===== src/rtl/bperm_pkg.sv =====
package bperm_pkg;
  typedef enum logic {
    MODE_GATHER = 1'b0,
    MODE_CMP    = 1'b1
  } bpu_mode_e;
endpackage


===== src/rtl/bperm_lane.sv =====
module bperm_lane #(
  parameter int SRC_W = 64,
  parameter int IDX_W = 8
) (
  input  logic [IDX_W-1:0] idx_i,
  input  logic [SRC_W-1:0] src_i,
  output logic             bit_o
);
  localparam int SEL_W = $clog2(SRC_W);

  logic [SRC_W-1:0] rev;
  logic             in_range;

  // index 0 addresses the most significant source bit
  always_comb begin
    for (int k = 0; k < SRC_W; k++) rev[k] = src_i[SRC_W-1-k];
  end

  assign in_range = ~|(idx_i >> SEL_W);
  assign bit_o    = in_range & rev[idx_i[SEL_W-1:0]];

  always_comb begin
    if (int'(idx_i) >= SRC_W) begin
      assert_oor_zero_R3: assert (bit_o == 1'b0)
        else $error("out-of-range index produced a one");
    end else begin
      assert_msb_first_R2: assert (bit_o == src_i[SRC_W-1-int'(idx_i)])
        else $error("selected bit does not match source");
    end
  end
endmodule


===== src/rtl/bperm_bytecmp.sv =====
module bperm_bytecmp #(
  parameter int DATA_W = 64,
  parameter int LANE_W = 8
) (
  input  logic [DATA_W-1:0] a_i,
  input  logic [DATA_W-1:0] b_i,
  output logic [DATA_W-1:0] mask_o
);
  localparam int N_LANE = DATA_W / LANE_W;

  for (genvar g = 0; g < N_LANE; g++) begin : g_lane
    logic hit;
    assign hit = (a_i[g*LANE_W +: LANE_W] == b_i[g*LANE_W +: LANE_W]);
    assign mask_o[g*LANE_W +: LANE_W] = {LANE_W{hit}};

    always_comb begin
      assert_byte_uniform_R5: assert (mask_o[g*LANE_W +: LANE_W] == '0 ||
                                      mask_o[g*LANE_W +: LANE_W] == '1)
        else $error("compare byte not uniform");
    end
  end
endmodule


===== src/rtl/bperm_unit.sv =====
module bperm_unit #(
  parameter int DATA_W = 64,
  parameter int LANE_W = 8
) (
  input  logic              mode_i,
  input  logic [DATA_W-1:0] idx_i,
  input  logic [DATA_W-1:0] src_i,
  output logic [DATA_W-1:0] res_o
);
  import bperm_pkg::*;

  localparam int N_LANE = DATA_W / LANE_W;

  bpu_mode_e         mode;
  logic [N_LANE-1:0] gather_bits;
  logic [DATA_W-1:0] gather_word;
  logic [DATA_W-1:0] cmp_word;

  assign mode = bpu_mode_e'(mode_i);

  for (genvar g = 0; g < N_LANE; g++) begin : g_gather
    bperm_lane #(.SRC_W(DATA_W), .IDX_W(LANE_W)) u_lane (
      .idx_i (idx_i[g*LANE_W +: LANE_W]),
      .src_i (src_i),
      .bit_o (gather_bits[g])
    );
  end

  assign gather_word = {{(DATA_W-N_LANE){1'b0}}, gather_bits};

  bperm_bytecmp #(.DATA_W(DATA_W), .LANE_W(LANE_W)) u_cmp (
    .a_i    (idx_i),
    .b_i    (src_i),
    .mask_o (cmp_word)
  );

  assign res_o = (mode == MODE_CMP) ? cmp_word : gather_word;

  always_comb begin
    if (mode == MODE_GATHER) begin
      assert_upper_clear_R4: assert (res_o[DATA_W-1:N_LANE] == '0)
        else $error("gather result has upper bits set");
    end
    if (mode == MODE_CMP && idx_i == src_i) begin
      assert_equal_all_ones_R5: assert (res_o == '1)
        else $error("equal operands did not give all ones");
    end
  end
endmodule


===== config.mk =====
export PLATFORM = sky130hd
export DESIGN_NAME = bperm_unit
export DESIGN_NICKNAME = d
export VERILOG_FILES = /design/src/rtl/bperm_pkg.sv /design/src/rtl/bperm_lane.sv /design/src/rtl/bperm_bytecmp.sv /design/src/rtl/bperm_unit.sv
export SDC_FILE = /design/constraint.sdc
export NUM_CORES = 1
export LEC_CHECK = 0
export BUFFER_PORTS_ARGS = -buffer_cell sky130_fd_sc_hd__buf_4
export CAP_MARGIN = 20
export CORE_MARGIN = 1
export CORE_UTILIZATION = 40
export DETAILED_ROUTE_END_ITERATION = 10
export SLEW_MARGIN = 10
export SYNTH_ARGS = -nofsm -noshare
export SYNTH_HDL_FRONTEND = slang
export SYNTH_HIERARCHICAL = 1
export SYNTH_SLANG_ARGS = --single-unit

===== constraint.sdc =====
create_clock -name vclk -period 3.4
set_clock_uncertainty 0.05 [all_clocks]
set_input_delay 0.68 -clock vclk [all_inputs]
set_output_delay 0.68 -clock vclk [all_outputs]
set_load 0.02 [all_outputs]

# Word-level counts from Yosys, hierarchy flattened
# Cells that the tools add are included.
dict set report word_totals {
  regBits 0
  input_bits 129
}
dict set report op_classes {
  magnitude_cmp 8
  n_reduce_logical 16
  bitwise_logic 8
  n_mux 17
  eq_ne 8
}
# op n
set op_table {}
lappend op_table {{== test 8 bit} 8}
lappend op_table {{2-to-1 mux 64 bit} 1}
lappend op_table {{< comparator 6 x 7 -> 1 bit, second input constant} 8}
lappend op_table {{binary-select mux 1 bit (select 6 bit)} 8}
lappend op_table {{OR reduction 2 bit} 8}
lappend op_table {{bitwise AND 1 bit} 8}
lappend op_table {{logical NOT 1 bit} 8}
lappend op_table {{2-to-1 mux 1 bit} 8}

# Logic depth before layout (Yosys ltp)
# Gate-level depths: netlist of run 1.
dict set report logic_depth {
  word_depth 4
  ltp_mapped 8
}

# Hierarchy
# Netlist of run 1, hierarchy kept.
# mod area_per_inst_um2 n_inst cells_per_inst
set modules_own_cells {}
lappend modules_own_cells {bperm_lane 606.8 8 42}
lappend modules_own_cells {bperm_bytecmp 1171.1 1 152}
lappend modules_own_cells {bperm_unit 506.7 1 71}

# Worst setup path before layout of run 1
# Ideal clock, no wire load.
dict set report synth_timing {
  path_type {in2out}
  startpoint {input idx_i[0]}
  endpoint {output res_o[0]}
  path_slack_ps 253
  n_path_buf 1
  required_ps 2670
  path_stages 7
  arrival_time_ps 2417
  path_cell_list {buf_6 -> mux4_1 -> mux2_2 -> and3_1 -> nor4_1 -> o22ai_1 -> mux2_2}
}
dict set report synth_via {
  elab_chain_cells 4
  elab_cells_between_ends 5
}
# item line_no
set synth_rtl {}
lappend synth_rtl {{start, declared} bperm_unit.sv:6} ;# input logic [DATA_W-1:0] idx_i,
lappend synth_rtl {{binary-select mux 1 bit (select 6 bit)} bperm_lane.sv:20} ;# assign bit_o = in_range & rev[idx_i[SEL_W-1:0]];
lappend synth_rtl {{2-to-1 mux 1 bit (not written as such)} bperm_lane.sv:20}
lappend synth_rtl {{bitwise AND 1 bit} bperm_lane.sv:20}
lappend synth_rtl {{net gather_bits[0]} bperm_unit.sv:15} ;# logic [N_LANE-1:0] gather_bits;
lappend synth_rtl {{2-to-1 mux 64 bit} bperm_unit.sv:37} ;# assign res_o = (mode == MODE_CMP) ? cmp_word : gather_word;
lappend synth_rtl {{end, declared} bperm_unit.sv:8} ;# output logic [DATA_W-1:0] res_o
# The timed path passes the listed nets, and every way through them passes these cells. The select of a mux whose other input is x is not followed.

# Worst setup path in the final report of run 1
dict set report layout_timing {
  startpoint {input idx_i[9]}
  endpoint {output res_o[1]}
}
# Same word-level chain as after synthesis.

==> impl_results.rst, run 1 <==
.. list-table::
   :header-rows: 1

   * - Metric
     - Value
   * - Crit-path max FO
     - 5
   * - Final period utilization
     - 99.7%
   * - Final setup viols
     - 0
   * - Data required time at the worst endpoint
     - 2.67 ns
   * - Drc violations
     - 0
   * - Die height
     - 130 um
   * - Syn Inst Count
     - 559
   * - Total of max-cap violations
     - 0
   * - Final critical path time including I/O delays and setup
     - 3.39 ns
   * - Pwr/cell area
     - 134 mW/mm2
   * - Post-Route Hold Slack
     - 1.88 ns
   * - Beginning of the worst hold path
     - idx_i[45]
   * - I/O pin cnt
     - 193
   * - Fraction of the mapped netlist area in compound gates
     - 2.60%
   * - Run status
     - finished clean
   * - Area growth from synthesis to layout
     - 18.2%
   * - Length of routed met3 wiring
     - 2.48 mm
   * - Routability-driven placement congestion ratio
     - 0.904
   * - Average cell area after synthesis
     - 11.7 um2
   * - Nets
     - 817
   * - Clock Buffer Count
     - 0
   * - Layout cell share with drive strength beyond 1
     - 59.5%
   * - Initial detailed-routing violation count
     - 533
   * - Number of nets with antenna violations after routing
     - 0
   * - Simple logic cell fraction of the synthesized area
     - 13.2%
   * - Data arrival, critical path
     - 2.66 ns
   * - Count of port buffers added during placement
     - 193
   * - Final Max Tran Viols
     - 0
   * - Vias in the first global route
     - 5616
   * - Syn nets
     - 688
   * - Highest clock frequency the design can meet
     - 0.295 GHz
   * - First element of the critical path
     - idx_i[9]
   * - Num rows
     - 46
   * - Synth cell types
     - 24
   * - Largest net degree at the start of global routing
     - 65
   * - Slew HR
     - 67.1%
   * - Xor and xnor area share after synthesis
     - 8.58%
   * - Setup Crit Path Kind
     - in2out
   * - Endpoints failing hold
     - 0
   * - Launching element type of the critical path
     - input port
   * - Largest area contributor in the netlist
     - mux4_2
   * - Routed metal-1 wirelength
     - 8.55 mm
   * - First-pass iteration count of the detailed router
     - 5
   * - Initial antenna violation count
     - 0
   * - Unrepaired setup endpoints after global routing
     - true
   * - Initial core utilization
     - 41.1%
   * - TNS Setup
     - 0 ns
   * - Met2 wire length
     - 11.1 mm
   * - Top layer reached by signal wires
     - met4
   * - Combined area of all synthesized cells
     - 0.00653 mm2
   * - Estimated wirelength of the detail-placed design
     - 17.6 mm
   * - Fraction of synthesized area in multiplexers
     - 58.5%
   * - Antenna diode instance count
     - 0
   * - Number of hold buffers added after cts
     - 0
   * - Tot GR Track Use
     - 26.6%
   * - Proportion of netlist area held by the largest area contributor
     - 33.1%
   * - Final core utilization
     - 48.6%
   * - Cell leakage power
     - 3.07 nW
   * - Crit end category
     - output port
   * - Least-Margin Pin Slew
     - 0.494 ns
   * - Warning count from the yosys run
     - 6
   * - Total global routing overflow
     - 0
   * - CORE AREA
     - 0.0159 mm2
   * - Wire per inst
     - 25.1 um
   * - Chip Width
     - 130 um
   * - Hold Crit Class
     - in2out
   * - Vias after detailed routing
     - 5634
   * - Portion of the post-synthesis area used by sequential elements
     - 0%
   * - Average via count per standard cell
     - 6.25
   * - Main combinational cell family by area after synthesis
     - multiplexers
   * - Total number of sequential cells
     - 0
   * - Cell types occupying the most area after synthesis
     - mux4_2 (33%), mux4_1 (16%), xnor2_1 (8.6%)
   * - Arithmetic-cell share of the synthesized area counting full adders, half adders and majority gates
     - 0%
   * - Total area of sequential cells
     - 0 um2
   * - Peak supply drop
     - 0.0611 mV
   * - Routed Wire Length
     - 22.7 mm
   * - First-pass GRT wire length
     - 33.4 mm
   * - Total die area
     - 0.0168 mm2
## cell families after synthesis
family	Yosys count
buffers and inverters	119
AO/OA/AOI/OAI	32
XOR/XNOR	64
AND/OR/NAND/NOR	152
multiplexers	192
## what timing repair did
item,4_1_cts,5_1_grt
hold endpoints to repair,0,0
setup endpoints to repair,8,8
cloned,0,0
resized for setup,23,58
pin swaps,8,9
setup buffers,0,5
## layout make-up
class / instances / area, um2
fill: 1553 / 8160
multi-input combinational: 440 / 5510
timing repair buffer: 238 / 1910
tap: 216 / 270
inverter: 8 / 30.0
## through the flow
step,power (mW),instances,area (um2),setup WS [ns]
2_1_floorplan,0.618,559,6530,0.253
3_3_place_gp,0.941,897,7480,-0.116
3_5_place_dp,0.959,897,7480,-0.121
4_1_cts,0.978,897,7520,0.00516
5_1_grt,1.10,902,7720,-0.0630
6_report,1.04,902,7720,0.0107
## final timing paths
kind | end | slack, ns | cells past startpoint
max | res_o[1] | 0.01 | 7
min | res_o[5] | 1.88 | 5
## synth_stat cells, drive strengths merged
library cell  instances
mux4                136
buf                  95
xnor2                64
and2                 56
mux2i                32
mux2                 24
nor2                 24
nor3                 24
clkbuf               16
nand2                16
nand4                16
o21ai                16
a21oi                 8
and3                  8
inv                   8
nor4                  8
o22ai                 8
## metal layers
metal | up-vias | track usage, %
li1 | 2422 | -
met1 | 2814 | 35.6
met2 | 363 | 45.4
met3 | 35 | 3.94
met4 | 0 | 6.29
met5 | - | 0
## cell usage in the layout (no fill, tap or decap), types with 13 or more instances in the layout
cell and instances:
mux4_1 19, buf_6 18, buf_4 214, nand4_1 16, and2_1 56, nor3_1 16
mux2i_1 29, nand2_1 16, nor2_1 24, xnor2_1 64, o21ai_0 13, mux4_2 117
## power by group
group          switching, mW  internal, mW  leakage, nW
Sequential                 0             0            0
Combinational          0.474         0.564         3.07
Clock                      0             0            0
## critical path: stages
cell and delay, ns:
buf_4 0.16, mux4_2 0.51, mux4_1 0.55, o21ai_0 0.20, o22ai_1 0.12, mux2_4 0.28, buf_4 0.16
Note: power is estimated with default switching activity, not from simulation.
==> run 2: changes to the inputs <==
Clock period 3.4 ns to 4.1 ns, I/O delays scaled along.
==> run 2 against run 1 <==
Effect of this change:
- total power is 25% lower
- sequential share of layout area stayed put
- critical path type unchanged
- count of clock-buffer cells in the layout stayed put
- flip-flop and latch count stayed put
- hold slack better by 0.28 ns
- combinational power is 25% lower
- setup slack better by 0.26 ns
- core utilization is 3.2 points lower
- first-iteration DRC count is 11% lower
- global-route usage is 0.66 points higher
- critical endpoint is now res_o[7]
- cell count is 4.0% lower
- final area is 6.5% lower
==> impl_results.rst, run 2 (same netlist as run 1, synthesis figures left out) <==
.. list-table::
   :header-rows: 1

   * - Metric
     - Value
   * - Total area of sequential cells
     - 0 um2 (unchanged)
   * - Vias in the first global route
     - 5446 (-3.0%)
   * - Crit-path max FO
     - 10 (+5)
   * - Final setup viols
     - 0 (unchanged)
   * - Post-CTS setup repair buffer count
     - 0 (unchanged)
   * - Worst slack after detailed placement
     - 0.287 ns (+0.408 ns)
   * - Commonest non-fill, non-tap cells in the layout
     - buf_4 (201), mux4_2 (96), xnor2_1 (64)
   * - Initial detailed-routing violation count
     - 474 (-11%)
   * - Total number of sequential cells
     - 0 (unchanged)
   * - Die height
     - 130 um (unchanged)
   * - TNS Setup
     - 0 ns (unchanged)
   * - Number of hold buffers added after cts
     - 0 (unchanged)
   * - Launching element type of the critical path
     - input port
   * - Final period utilization
     - 93.5%
   * - Estimated wirelength of the detail-placed design
     - 17.0 mm (-3.0%)
   * - Fill cell instance count of the final layout
     - 1535 (-1.2%)
   * - Tot GR Track Use
     - 27.2% (+0.66 points)
   * - PostCTS Resize Cnt
     - 0 (-100%)
   * - Count of port buffers added during placement
     - 193 (unchanged)
   * - Chip Width
     - 130 um (unchanged)
   * - Vias after detailed routing
     - 5704 (+1.2%)
   * - Unrepaired setup endpoints after global routing
     - false
   * - GRT met3 Usage
     - 4.96% (+1.0 points)
   * - Endpoints failing hold
     - 0 (unchanged)
   * - Routed Wire Length
     - 23.5 mm (+3.6%)
   * - Fin worst setup slack
     - 0.266 ns (+0.256 ns)
   * - Nets
     - 780 (-4.5%)
   * - Top Usage Layer GRT
     - met2
   * - CORE AREA
     - 0.0159 mm2 (unchanged)
   * - Final critical path time including I/O delays and setup
     - 3.83 ns
   * - Crit end category
     - output port
   * - First-pass iteration count of the detailed router
     - 4 (-1)
   * - Run status
     - finished clean
   * - Most frequent standard cell in the layout excluding fill and tap cells
     - buf_4
   * - Met1 Track Usage GR
     - 37.1% (+1.5 points)
   * - Initial antenna violation count
     - 0 (unchanged)
   * - Least-Margin Pin Slew
     - 0.760 ns (+0.266 ns)
   * - Area growth from synthesis to layout
     - 10.6%
   * - Cell depth of the worst hold path
     - 5 (unchanged)
   * - Drc violations
     - 0 (unchanged)
   * - Total die area
     - 0.0168 mm2 (unchanged)
   * - Total global routing overflow
     - 0 (unchanged)
   * - Number of nets with antenna violations after routing
     - 0 (unchanged)
   * - Peak supply drop
     - 0.0637 mV (+4.4%)
   * - Num rows
     - 46 (unchanged)
   * - I/O pin cnt
     - 193 (unchanged)
   * - Highest clock frequency the design can meet
     - 0.261 GHz
   * - Initial core utilization
     - 41.1% (unchanged)
   * - Data required time at the worst endpoint
     - 3.23 ns (+0.56 ns)
   * - Hold Crit Class
     - in2out
   * - Final Max Tran Viols
     - 0 (unchanged)
   * - Slew HR
     - 49.1% (-18 points)
   * - Fraction of met2 tracks used by global routing
     - 44.1% (-1.3 points)
   * - Largest net degree at the start of global routing
     - 65 (unchanged)
   * - Cell leakage power
     - 2.88 nW (-6.2%)
   * - Clock Buffer Count
     - 0 (unchanged)
   * - Wire per inst
     - 27.1 um (+7.9%)
   * - Data arrival, critical path
     - 2.96 ns (+0.30 ns)
   * - First-pass GRT wire length
     - 34.1 mm (+2.1%)
   * - Average via count per standard cell
     - 6.59 (+5.5%)
   * - Setup Crit Path Kind
     - in2out
   * - Total of max-cap violations
     - 0 (unchanged)
   * - Routability-driven placement congestion ratio
     - 0.887 (-1.9%)
   * - Pwr/cell area
     - 108 mW/mm2 (-20%)
   * - Layout cell share with drive strength beyond 1
     - 50.7% (-8.8 points)
run 2: cell types whose count changed in the layout (fill, tap and decap cells not counted), sizes merged:
cell	delta
buf	-37
diode	+1
run 2: layout make-up:
type / instances / area [um2] / area share, %
multi-input combinational: 440 / 5410 / 74.9
timing repair buffer: 201 / 1510 / 20.9
tap: 216 / 270 / 3.74
inverter: 8 / 30.0 / 0.416
antenna: 1 / 2.50 / 0.0347
run 2: worst paths after layout:
check / from / endpoint / slack [ns]
min: idx_i[45] / res_o[5] / 2.15
max: idx_i[56] / res_o[7] / 0.27
run 2: worst max-delay path, stage by stage:
cell,delay [ns]
buf_4,0.19
mux4_1,0.57
mux2_2,0.27
and3_1,0.17
nor4_1,0.27
o22ai_1,0.20
mux2_4,0.30
buf_4,0.16
run 2: report_power, final:
part,leakage (nW),internal (mW),switching [mW]
sequential,0,0,0
clock,0.00000634,0.00000000668,0
combinational,2.88,0.410,0.369
run 2: metrics by stage:
step                      hold slack [ns]  util (%)  area, um2  instances  power (mW)
after floorplan                      1.91         -       6530        559       0.513
after global placement               2.17      45.4       7220        865       0.753
after detailed placement             2.16      45.4       7220        865       0.770
after CTS                            2.16      45.4       7220        865       0.772
after global routing                 2.21      45.4       7220        865       0.822
final                                2.15      45.5       7220        866       0.780
run 2: layer usage:
layer,share of wire [%],vias to the layer above
met1,38,2847
li1,-,2369
met5,0,-
met2,47,436
met3,12,52
met4,2.9,0
==> run 3: changes to the inputs <==
Settings changed: CELL_PAD_IN_SITES_DETAIL_PLACEMENT set to 0, CELL_PAD_IN_SITES_GLOBAL_PLACEMENT set to 1, PLACE_DENSITY_LB_ADDON set to 0.1, REMOVE_ABC_BUFFERS set to 1.
==> run 3 against run 2 <==
Effect of this change:
- hold slack better by 0.0021 ns
- sequential share of layout area is the same
- setup slack lost 0.0019 ns
- count of clock-buffer cells in the layout unchanged
- die area stayed put
- core utilization is essentially flat
- first-iteration DRC count increased by 23%
- via count fell by 1.6%
- cell count decreased by 0.12%
- maximum frequency is essentially flat
- combinational power about the same
- critical path depth stayed put
==> impl_results.rst, run 3 (same netlist as run 1, synthesis figures left out) <==
.. list-table::
   :header-rows: 1

   * - Metric
     - Value
   * - Estimated wirelength of the detail-placed design
     - 16.2 mm (-4.8%)
   * - Unrepaired setup endpoints after global routing
     - false
   * - Wire per inst
     - 26.4 um (-2.6%)
   * - Die height
     - 130 um (unchanged)
   * - Levels on crit path
     - 8 (unchanged)
   * - Pwr/cell area
     - 108 mW/mm2 (-0.32%)
   * - Delay contributed by the slowest stage of the critical path
     - 0.57 ns (about the same)
   * - Initial detailed-routing violation count
     - 584 (+23%)
   * - Total of max-cap violations
     - 0 (unchanged)
   * - Critical path's top delay family
     - multiplexers
   * - Layout cell share with drive strength beyond 1
     - 50.7% (unchanged)
   * - I/O pin cnt
     - 193 (unchanged)
   * - Hold Crit Class
     - in2out
   * - Final core utilization
     - 45.4% (about the same)
   * - Clock Buffer Count
     - 0 (unchanged)
   * - Endpoints failing hold
     - 0 (unchanged)
   * - Total area of sequential cells
     - 0 um2 (unchanged)
   * - Run status
     - finished clean
   * - Met1 Track Usage GR
     - 35.8% (-1.3 points)
   * - Drc violations
     - 0 (unchanged)
   * - Vias in the first global route
     - 5445 (-0.018%)
   * - Total die area
     - 0.0168 mm2 (unchanged)
   * - Final period utilization
     - 93.5% (about the same)
   * - Antenna diode instance count
     - 0 (-1)
   * - First-pass iteration count of the detailed router
     - 5 (+1)
   * - Routability-driven placement congestion ratio
     - 0.853 (-3.9%)
   * - Highest clock frequency the design can meet
     - 0.261 GHz (about the same)
   * - First element of the critical path
     - idx_i[32]
   * - Slew HR
     - 62.9% (+14 points)
   * - Total global routing overflow
     - 0 (unchanged)
   * - Peak supply drop
     - 0.0540 mV (-15%)
   * - Data required time at the worst endpoint
     - 3.23 ns (about the same)
   * - Critical path endpoint
     - res_o[4]
   * - Top Usage Layer GRT
     - met2
   * - Initial core utilization
     - 41.1% (unchanged)
   * - GRT met3 Usage
     - 2.21% (-2.7 points)
   * - Library cell contributing the largest single delay on the critical path
     - mux4_1
   * - First-pass GRT wire length
     - 32.9 mm (-3.7%)
   * - Fraction of met2 tracks used by global routing
     - 46.6% (+2.5 points)
   * - Commonest non-fill, non-tap cells in the layout
     - buf_4 (201), mux4_2 (96), xnor2_1 (64)
   * - Most frequent standard cell in the layout excluding fill and tap cells
     - buf_4
   * - Area growth from synthesis to layout
     - 10.5% (about the same)
   * - Num rows
     - 46 (unchanged)
   * - Final Max Tran Viols
     - 0 (unchanged)
   * - Most common cell on crit path
     - buf_4
   * - Average via count per standard cell
     - 6.49 (-1.5%)
   * - Post-CTS setup repair buffer count
     - 0 (unchanged)
   * - PostCTS Resize Cnt
     - 0 (unchanged)
   * - Count of port buffers added during placement
     - 193 (unchanged)
   * - Setup Crit Path Kind
     - in2out
   * - Launching element type of the critical path
     - input port
   * - Crit end category
     - output port
   * - Cell leakage power
     - 2.88 nW (about the same)
   * - Chip Width
     - 130 um (unchanged)
   * - Routed Wire Length
     - 22.8 mm (-2.8%)
   * - Number of hold buffers added after cts
     - 0 (unchanged)
   * - Cell area after layout
     - 0.00722 mm2 (about the same)
   * - Number of nets with antenna violations after routing
     - 0 (unchanged)
   * - Final setup viols
     - 0 (unchanged)
   * - Initial antenna violation count
     - 0 (unchanged)
   * - Vias after detailed routing
     - 5611 (-1.6%)
   * - Final critical path time including I/O delays and setup
     - 3.84 ns (+0.00194 ns)
   * - Post-placement cell area
     - 0.00722 mm2 (unchanged)
   * - Crit-path max FO
     - 10 (unchanged)
   * - Data arrival, critical path
     - 2.97 ns (about the same)
   * - CORE AREA
     - 0.0159 mm2 (unchanged)
   * - Least-Margin Pin Slew
     - 0.556 ns (-0.204 ns)
   * - Total number of sequential cells
     - 0 (unchanged)
   * - Nets
     - 780 (unchanged)
   * - Critical Path, Cell by Cell
     - buf_4 -> mux4_1 -> mux2_2 -> and3_1 -> nor4_1 -> o22ai_1 -> mux2_4 -> buf_4
   * - Tot GR Track Use
     - 26.3% (-0.98 points)
   * - TNS Setup
     - 0 ns (unchanged)
   * - Buffers & Inverters on Critical Path
     - 2 (unchanged)
   * - Largest net degree at the start of global routing
     - 65 (unchanged)
run 3: layout make-up:
cell class	instances	area (um2)
Inverter	8	30.0
Multi-Input combinational cell	440	5410
Tap cell	216	270
Timing Repair Buffer	201	1510
Fill cell	1520	8670
run 3: worst min path at each step:
| stage | startpoint | to | slack (ns) | cells after the start |
|---|---|---|---|---|
| 2_1_floorplan | mode_i | res_o[4] | 1.76 | 1 |
| 3_3_place_gp | idx_i[53] | res_o[6] | 2.16 | 5 |
| 3_5_place_dp | idx_i[53] | res_o[6] | 2.16 | 5 |
| 4_1_cts | idx_i[53] | res_o[6] | 2.16 | 5 |
| 5_1_grt | idx_i[53] | res_o[6] | 2.20 | 5 |
| 6_report | idx_i[53] | res_o[6] | 2.16 | 5 |
run 3: stage by stage:
stage	hold slack, ns	total power [mW]	std cells	setup WS, ns
after global placement	2.16	0.759	865	0.353
after floorplan	1.76	0.398	448	0.815
final	2.16	0.777	865	0.265
after global routing	2.20	0.820	865	0.196
after CTS	2.16	0.769	865	0.323
after detailed placement	2.16	0.767	865	0.333
run 3: per-layer routing:
layer | vias to the layer above | routed length, um
met3 | 40 | 1970
met4 | 0 | 363
li1 | 2375 | -
met1 | 2844 | 9150
met5 | - | 0
met2 | 352 | 11300
run 3: report_power, final:
group          internal [mW]  leakage, nW  switching (mW)
Sequential                 0            0               0
Clock                      0            0               0
Combinational          0.410         2.88           0.367
Total                  0.410         2.88           0.367
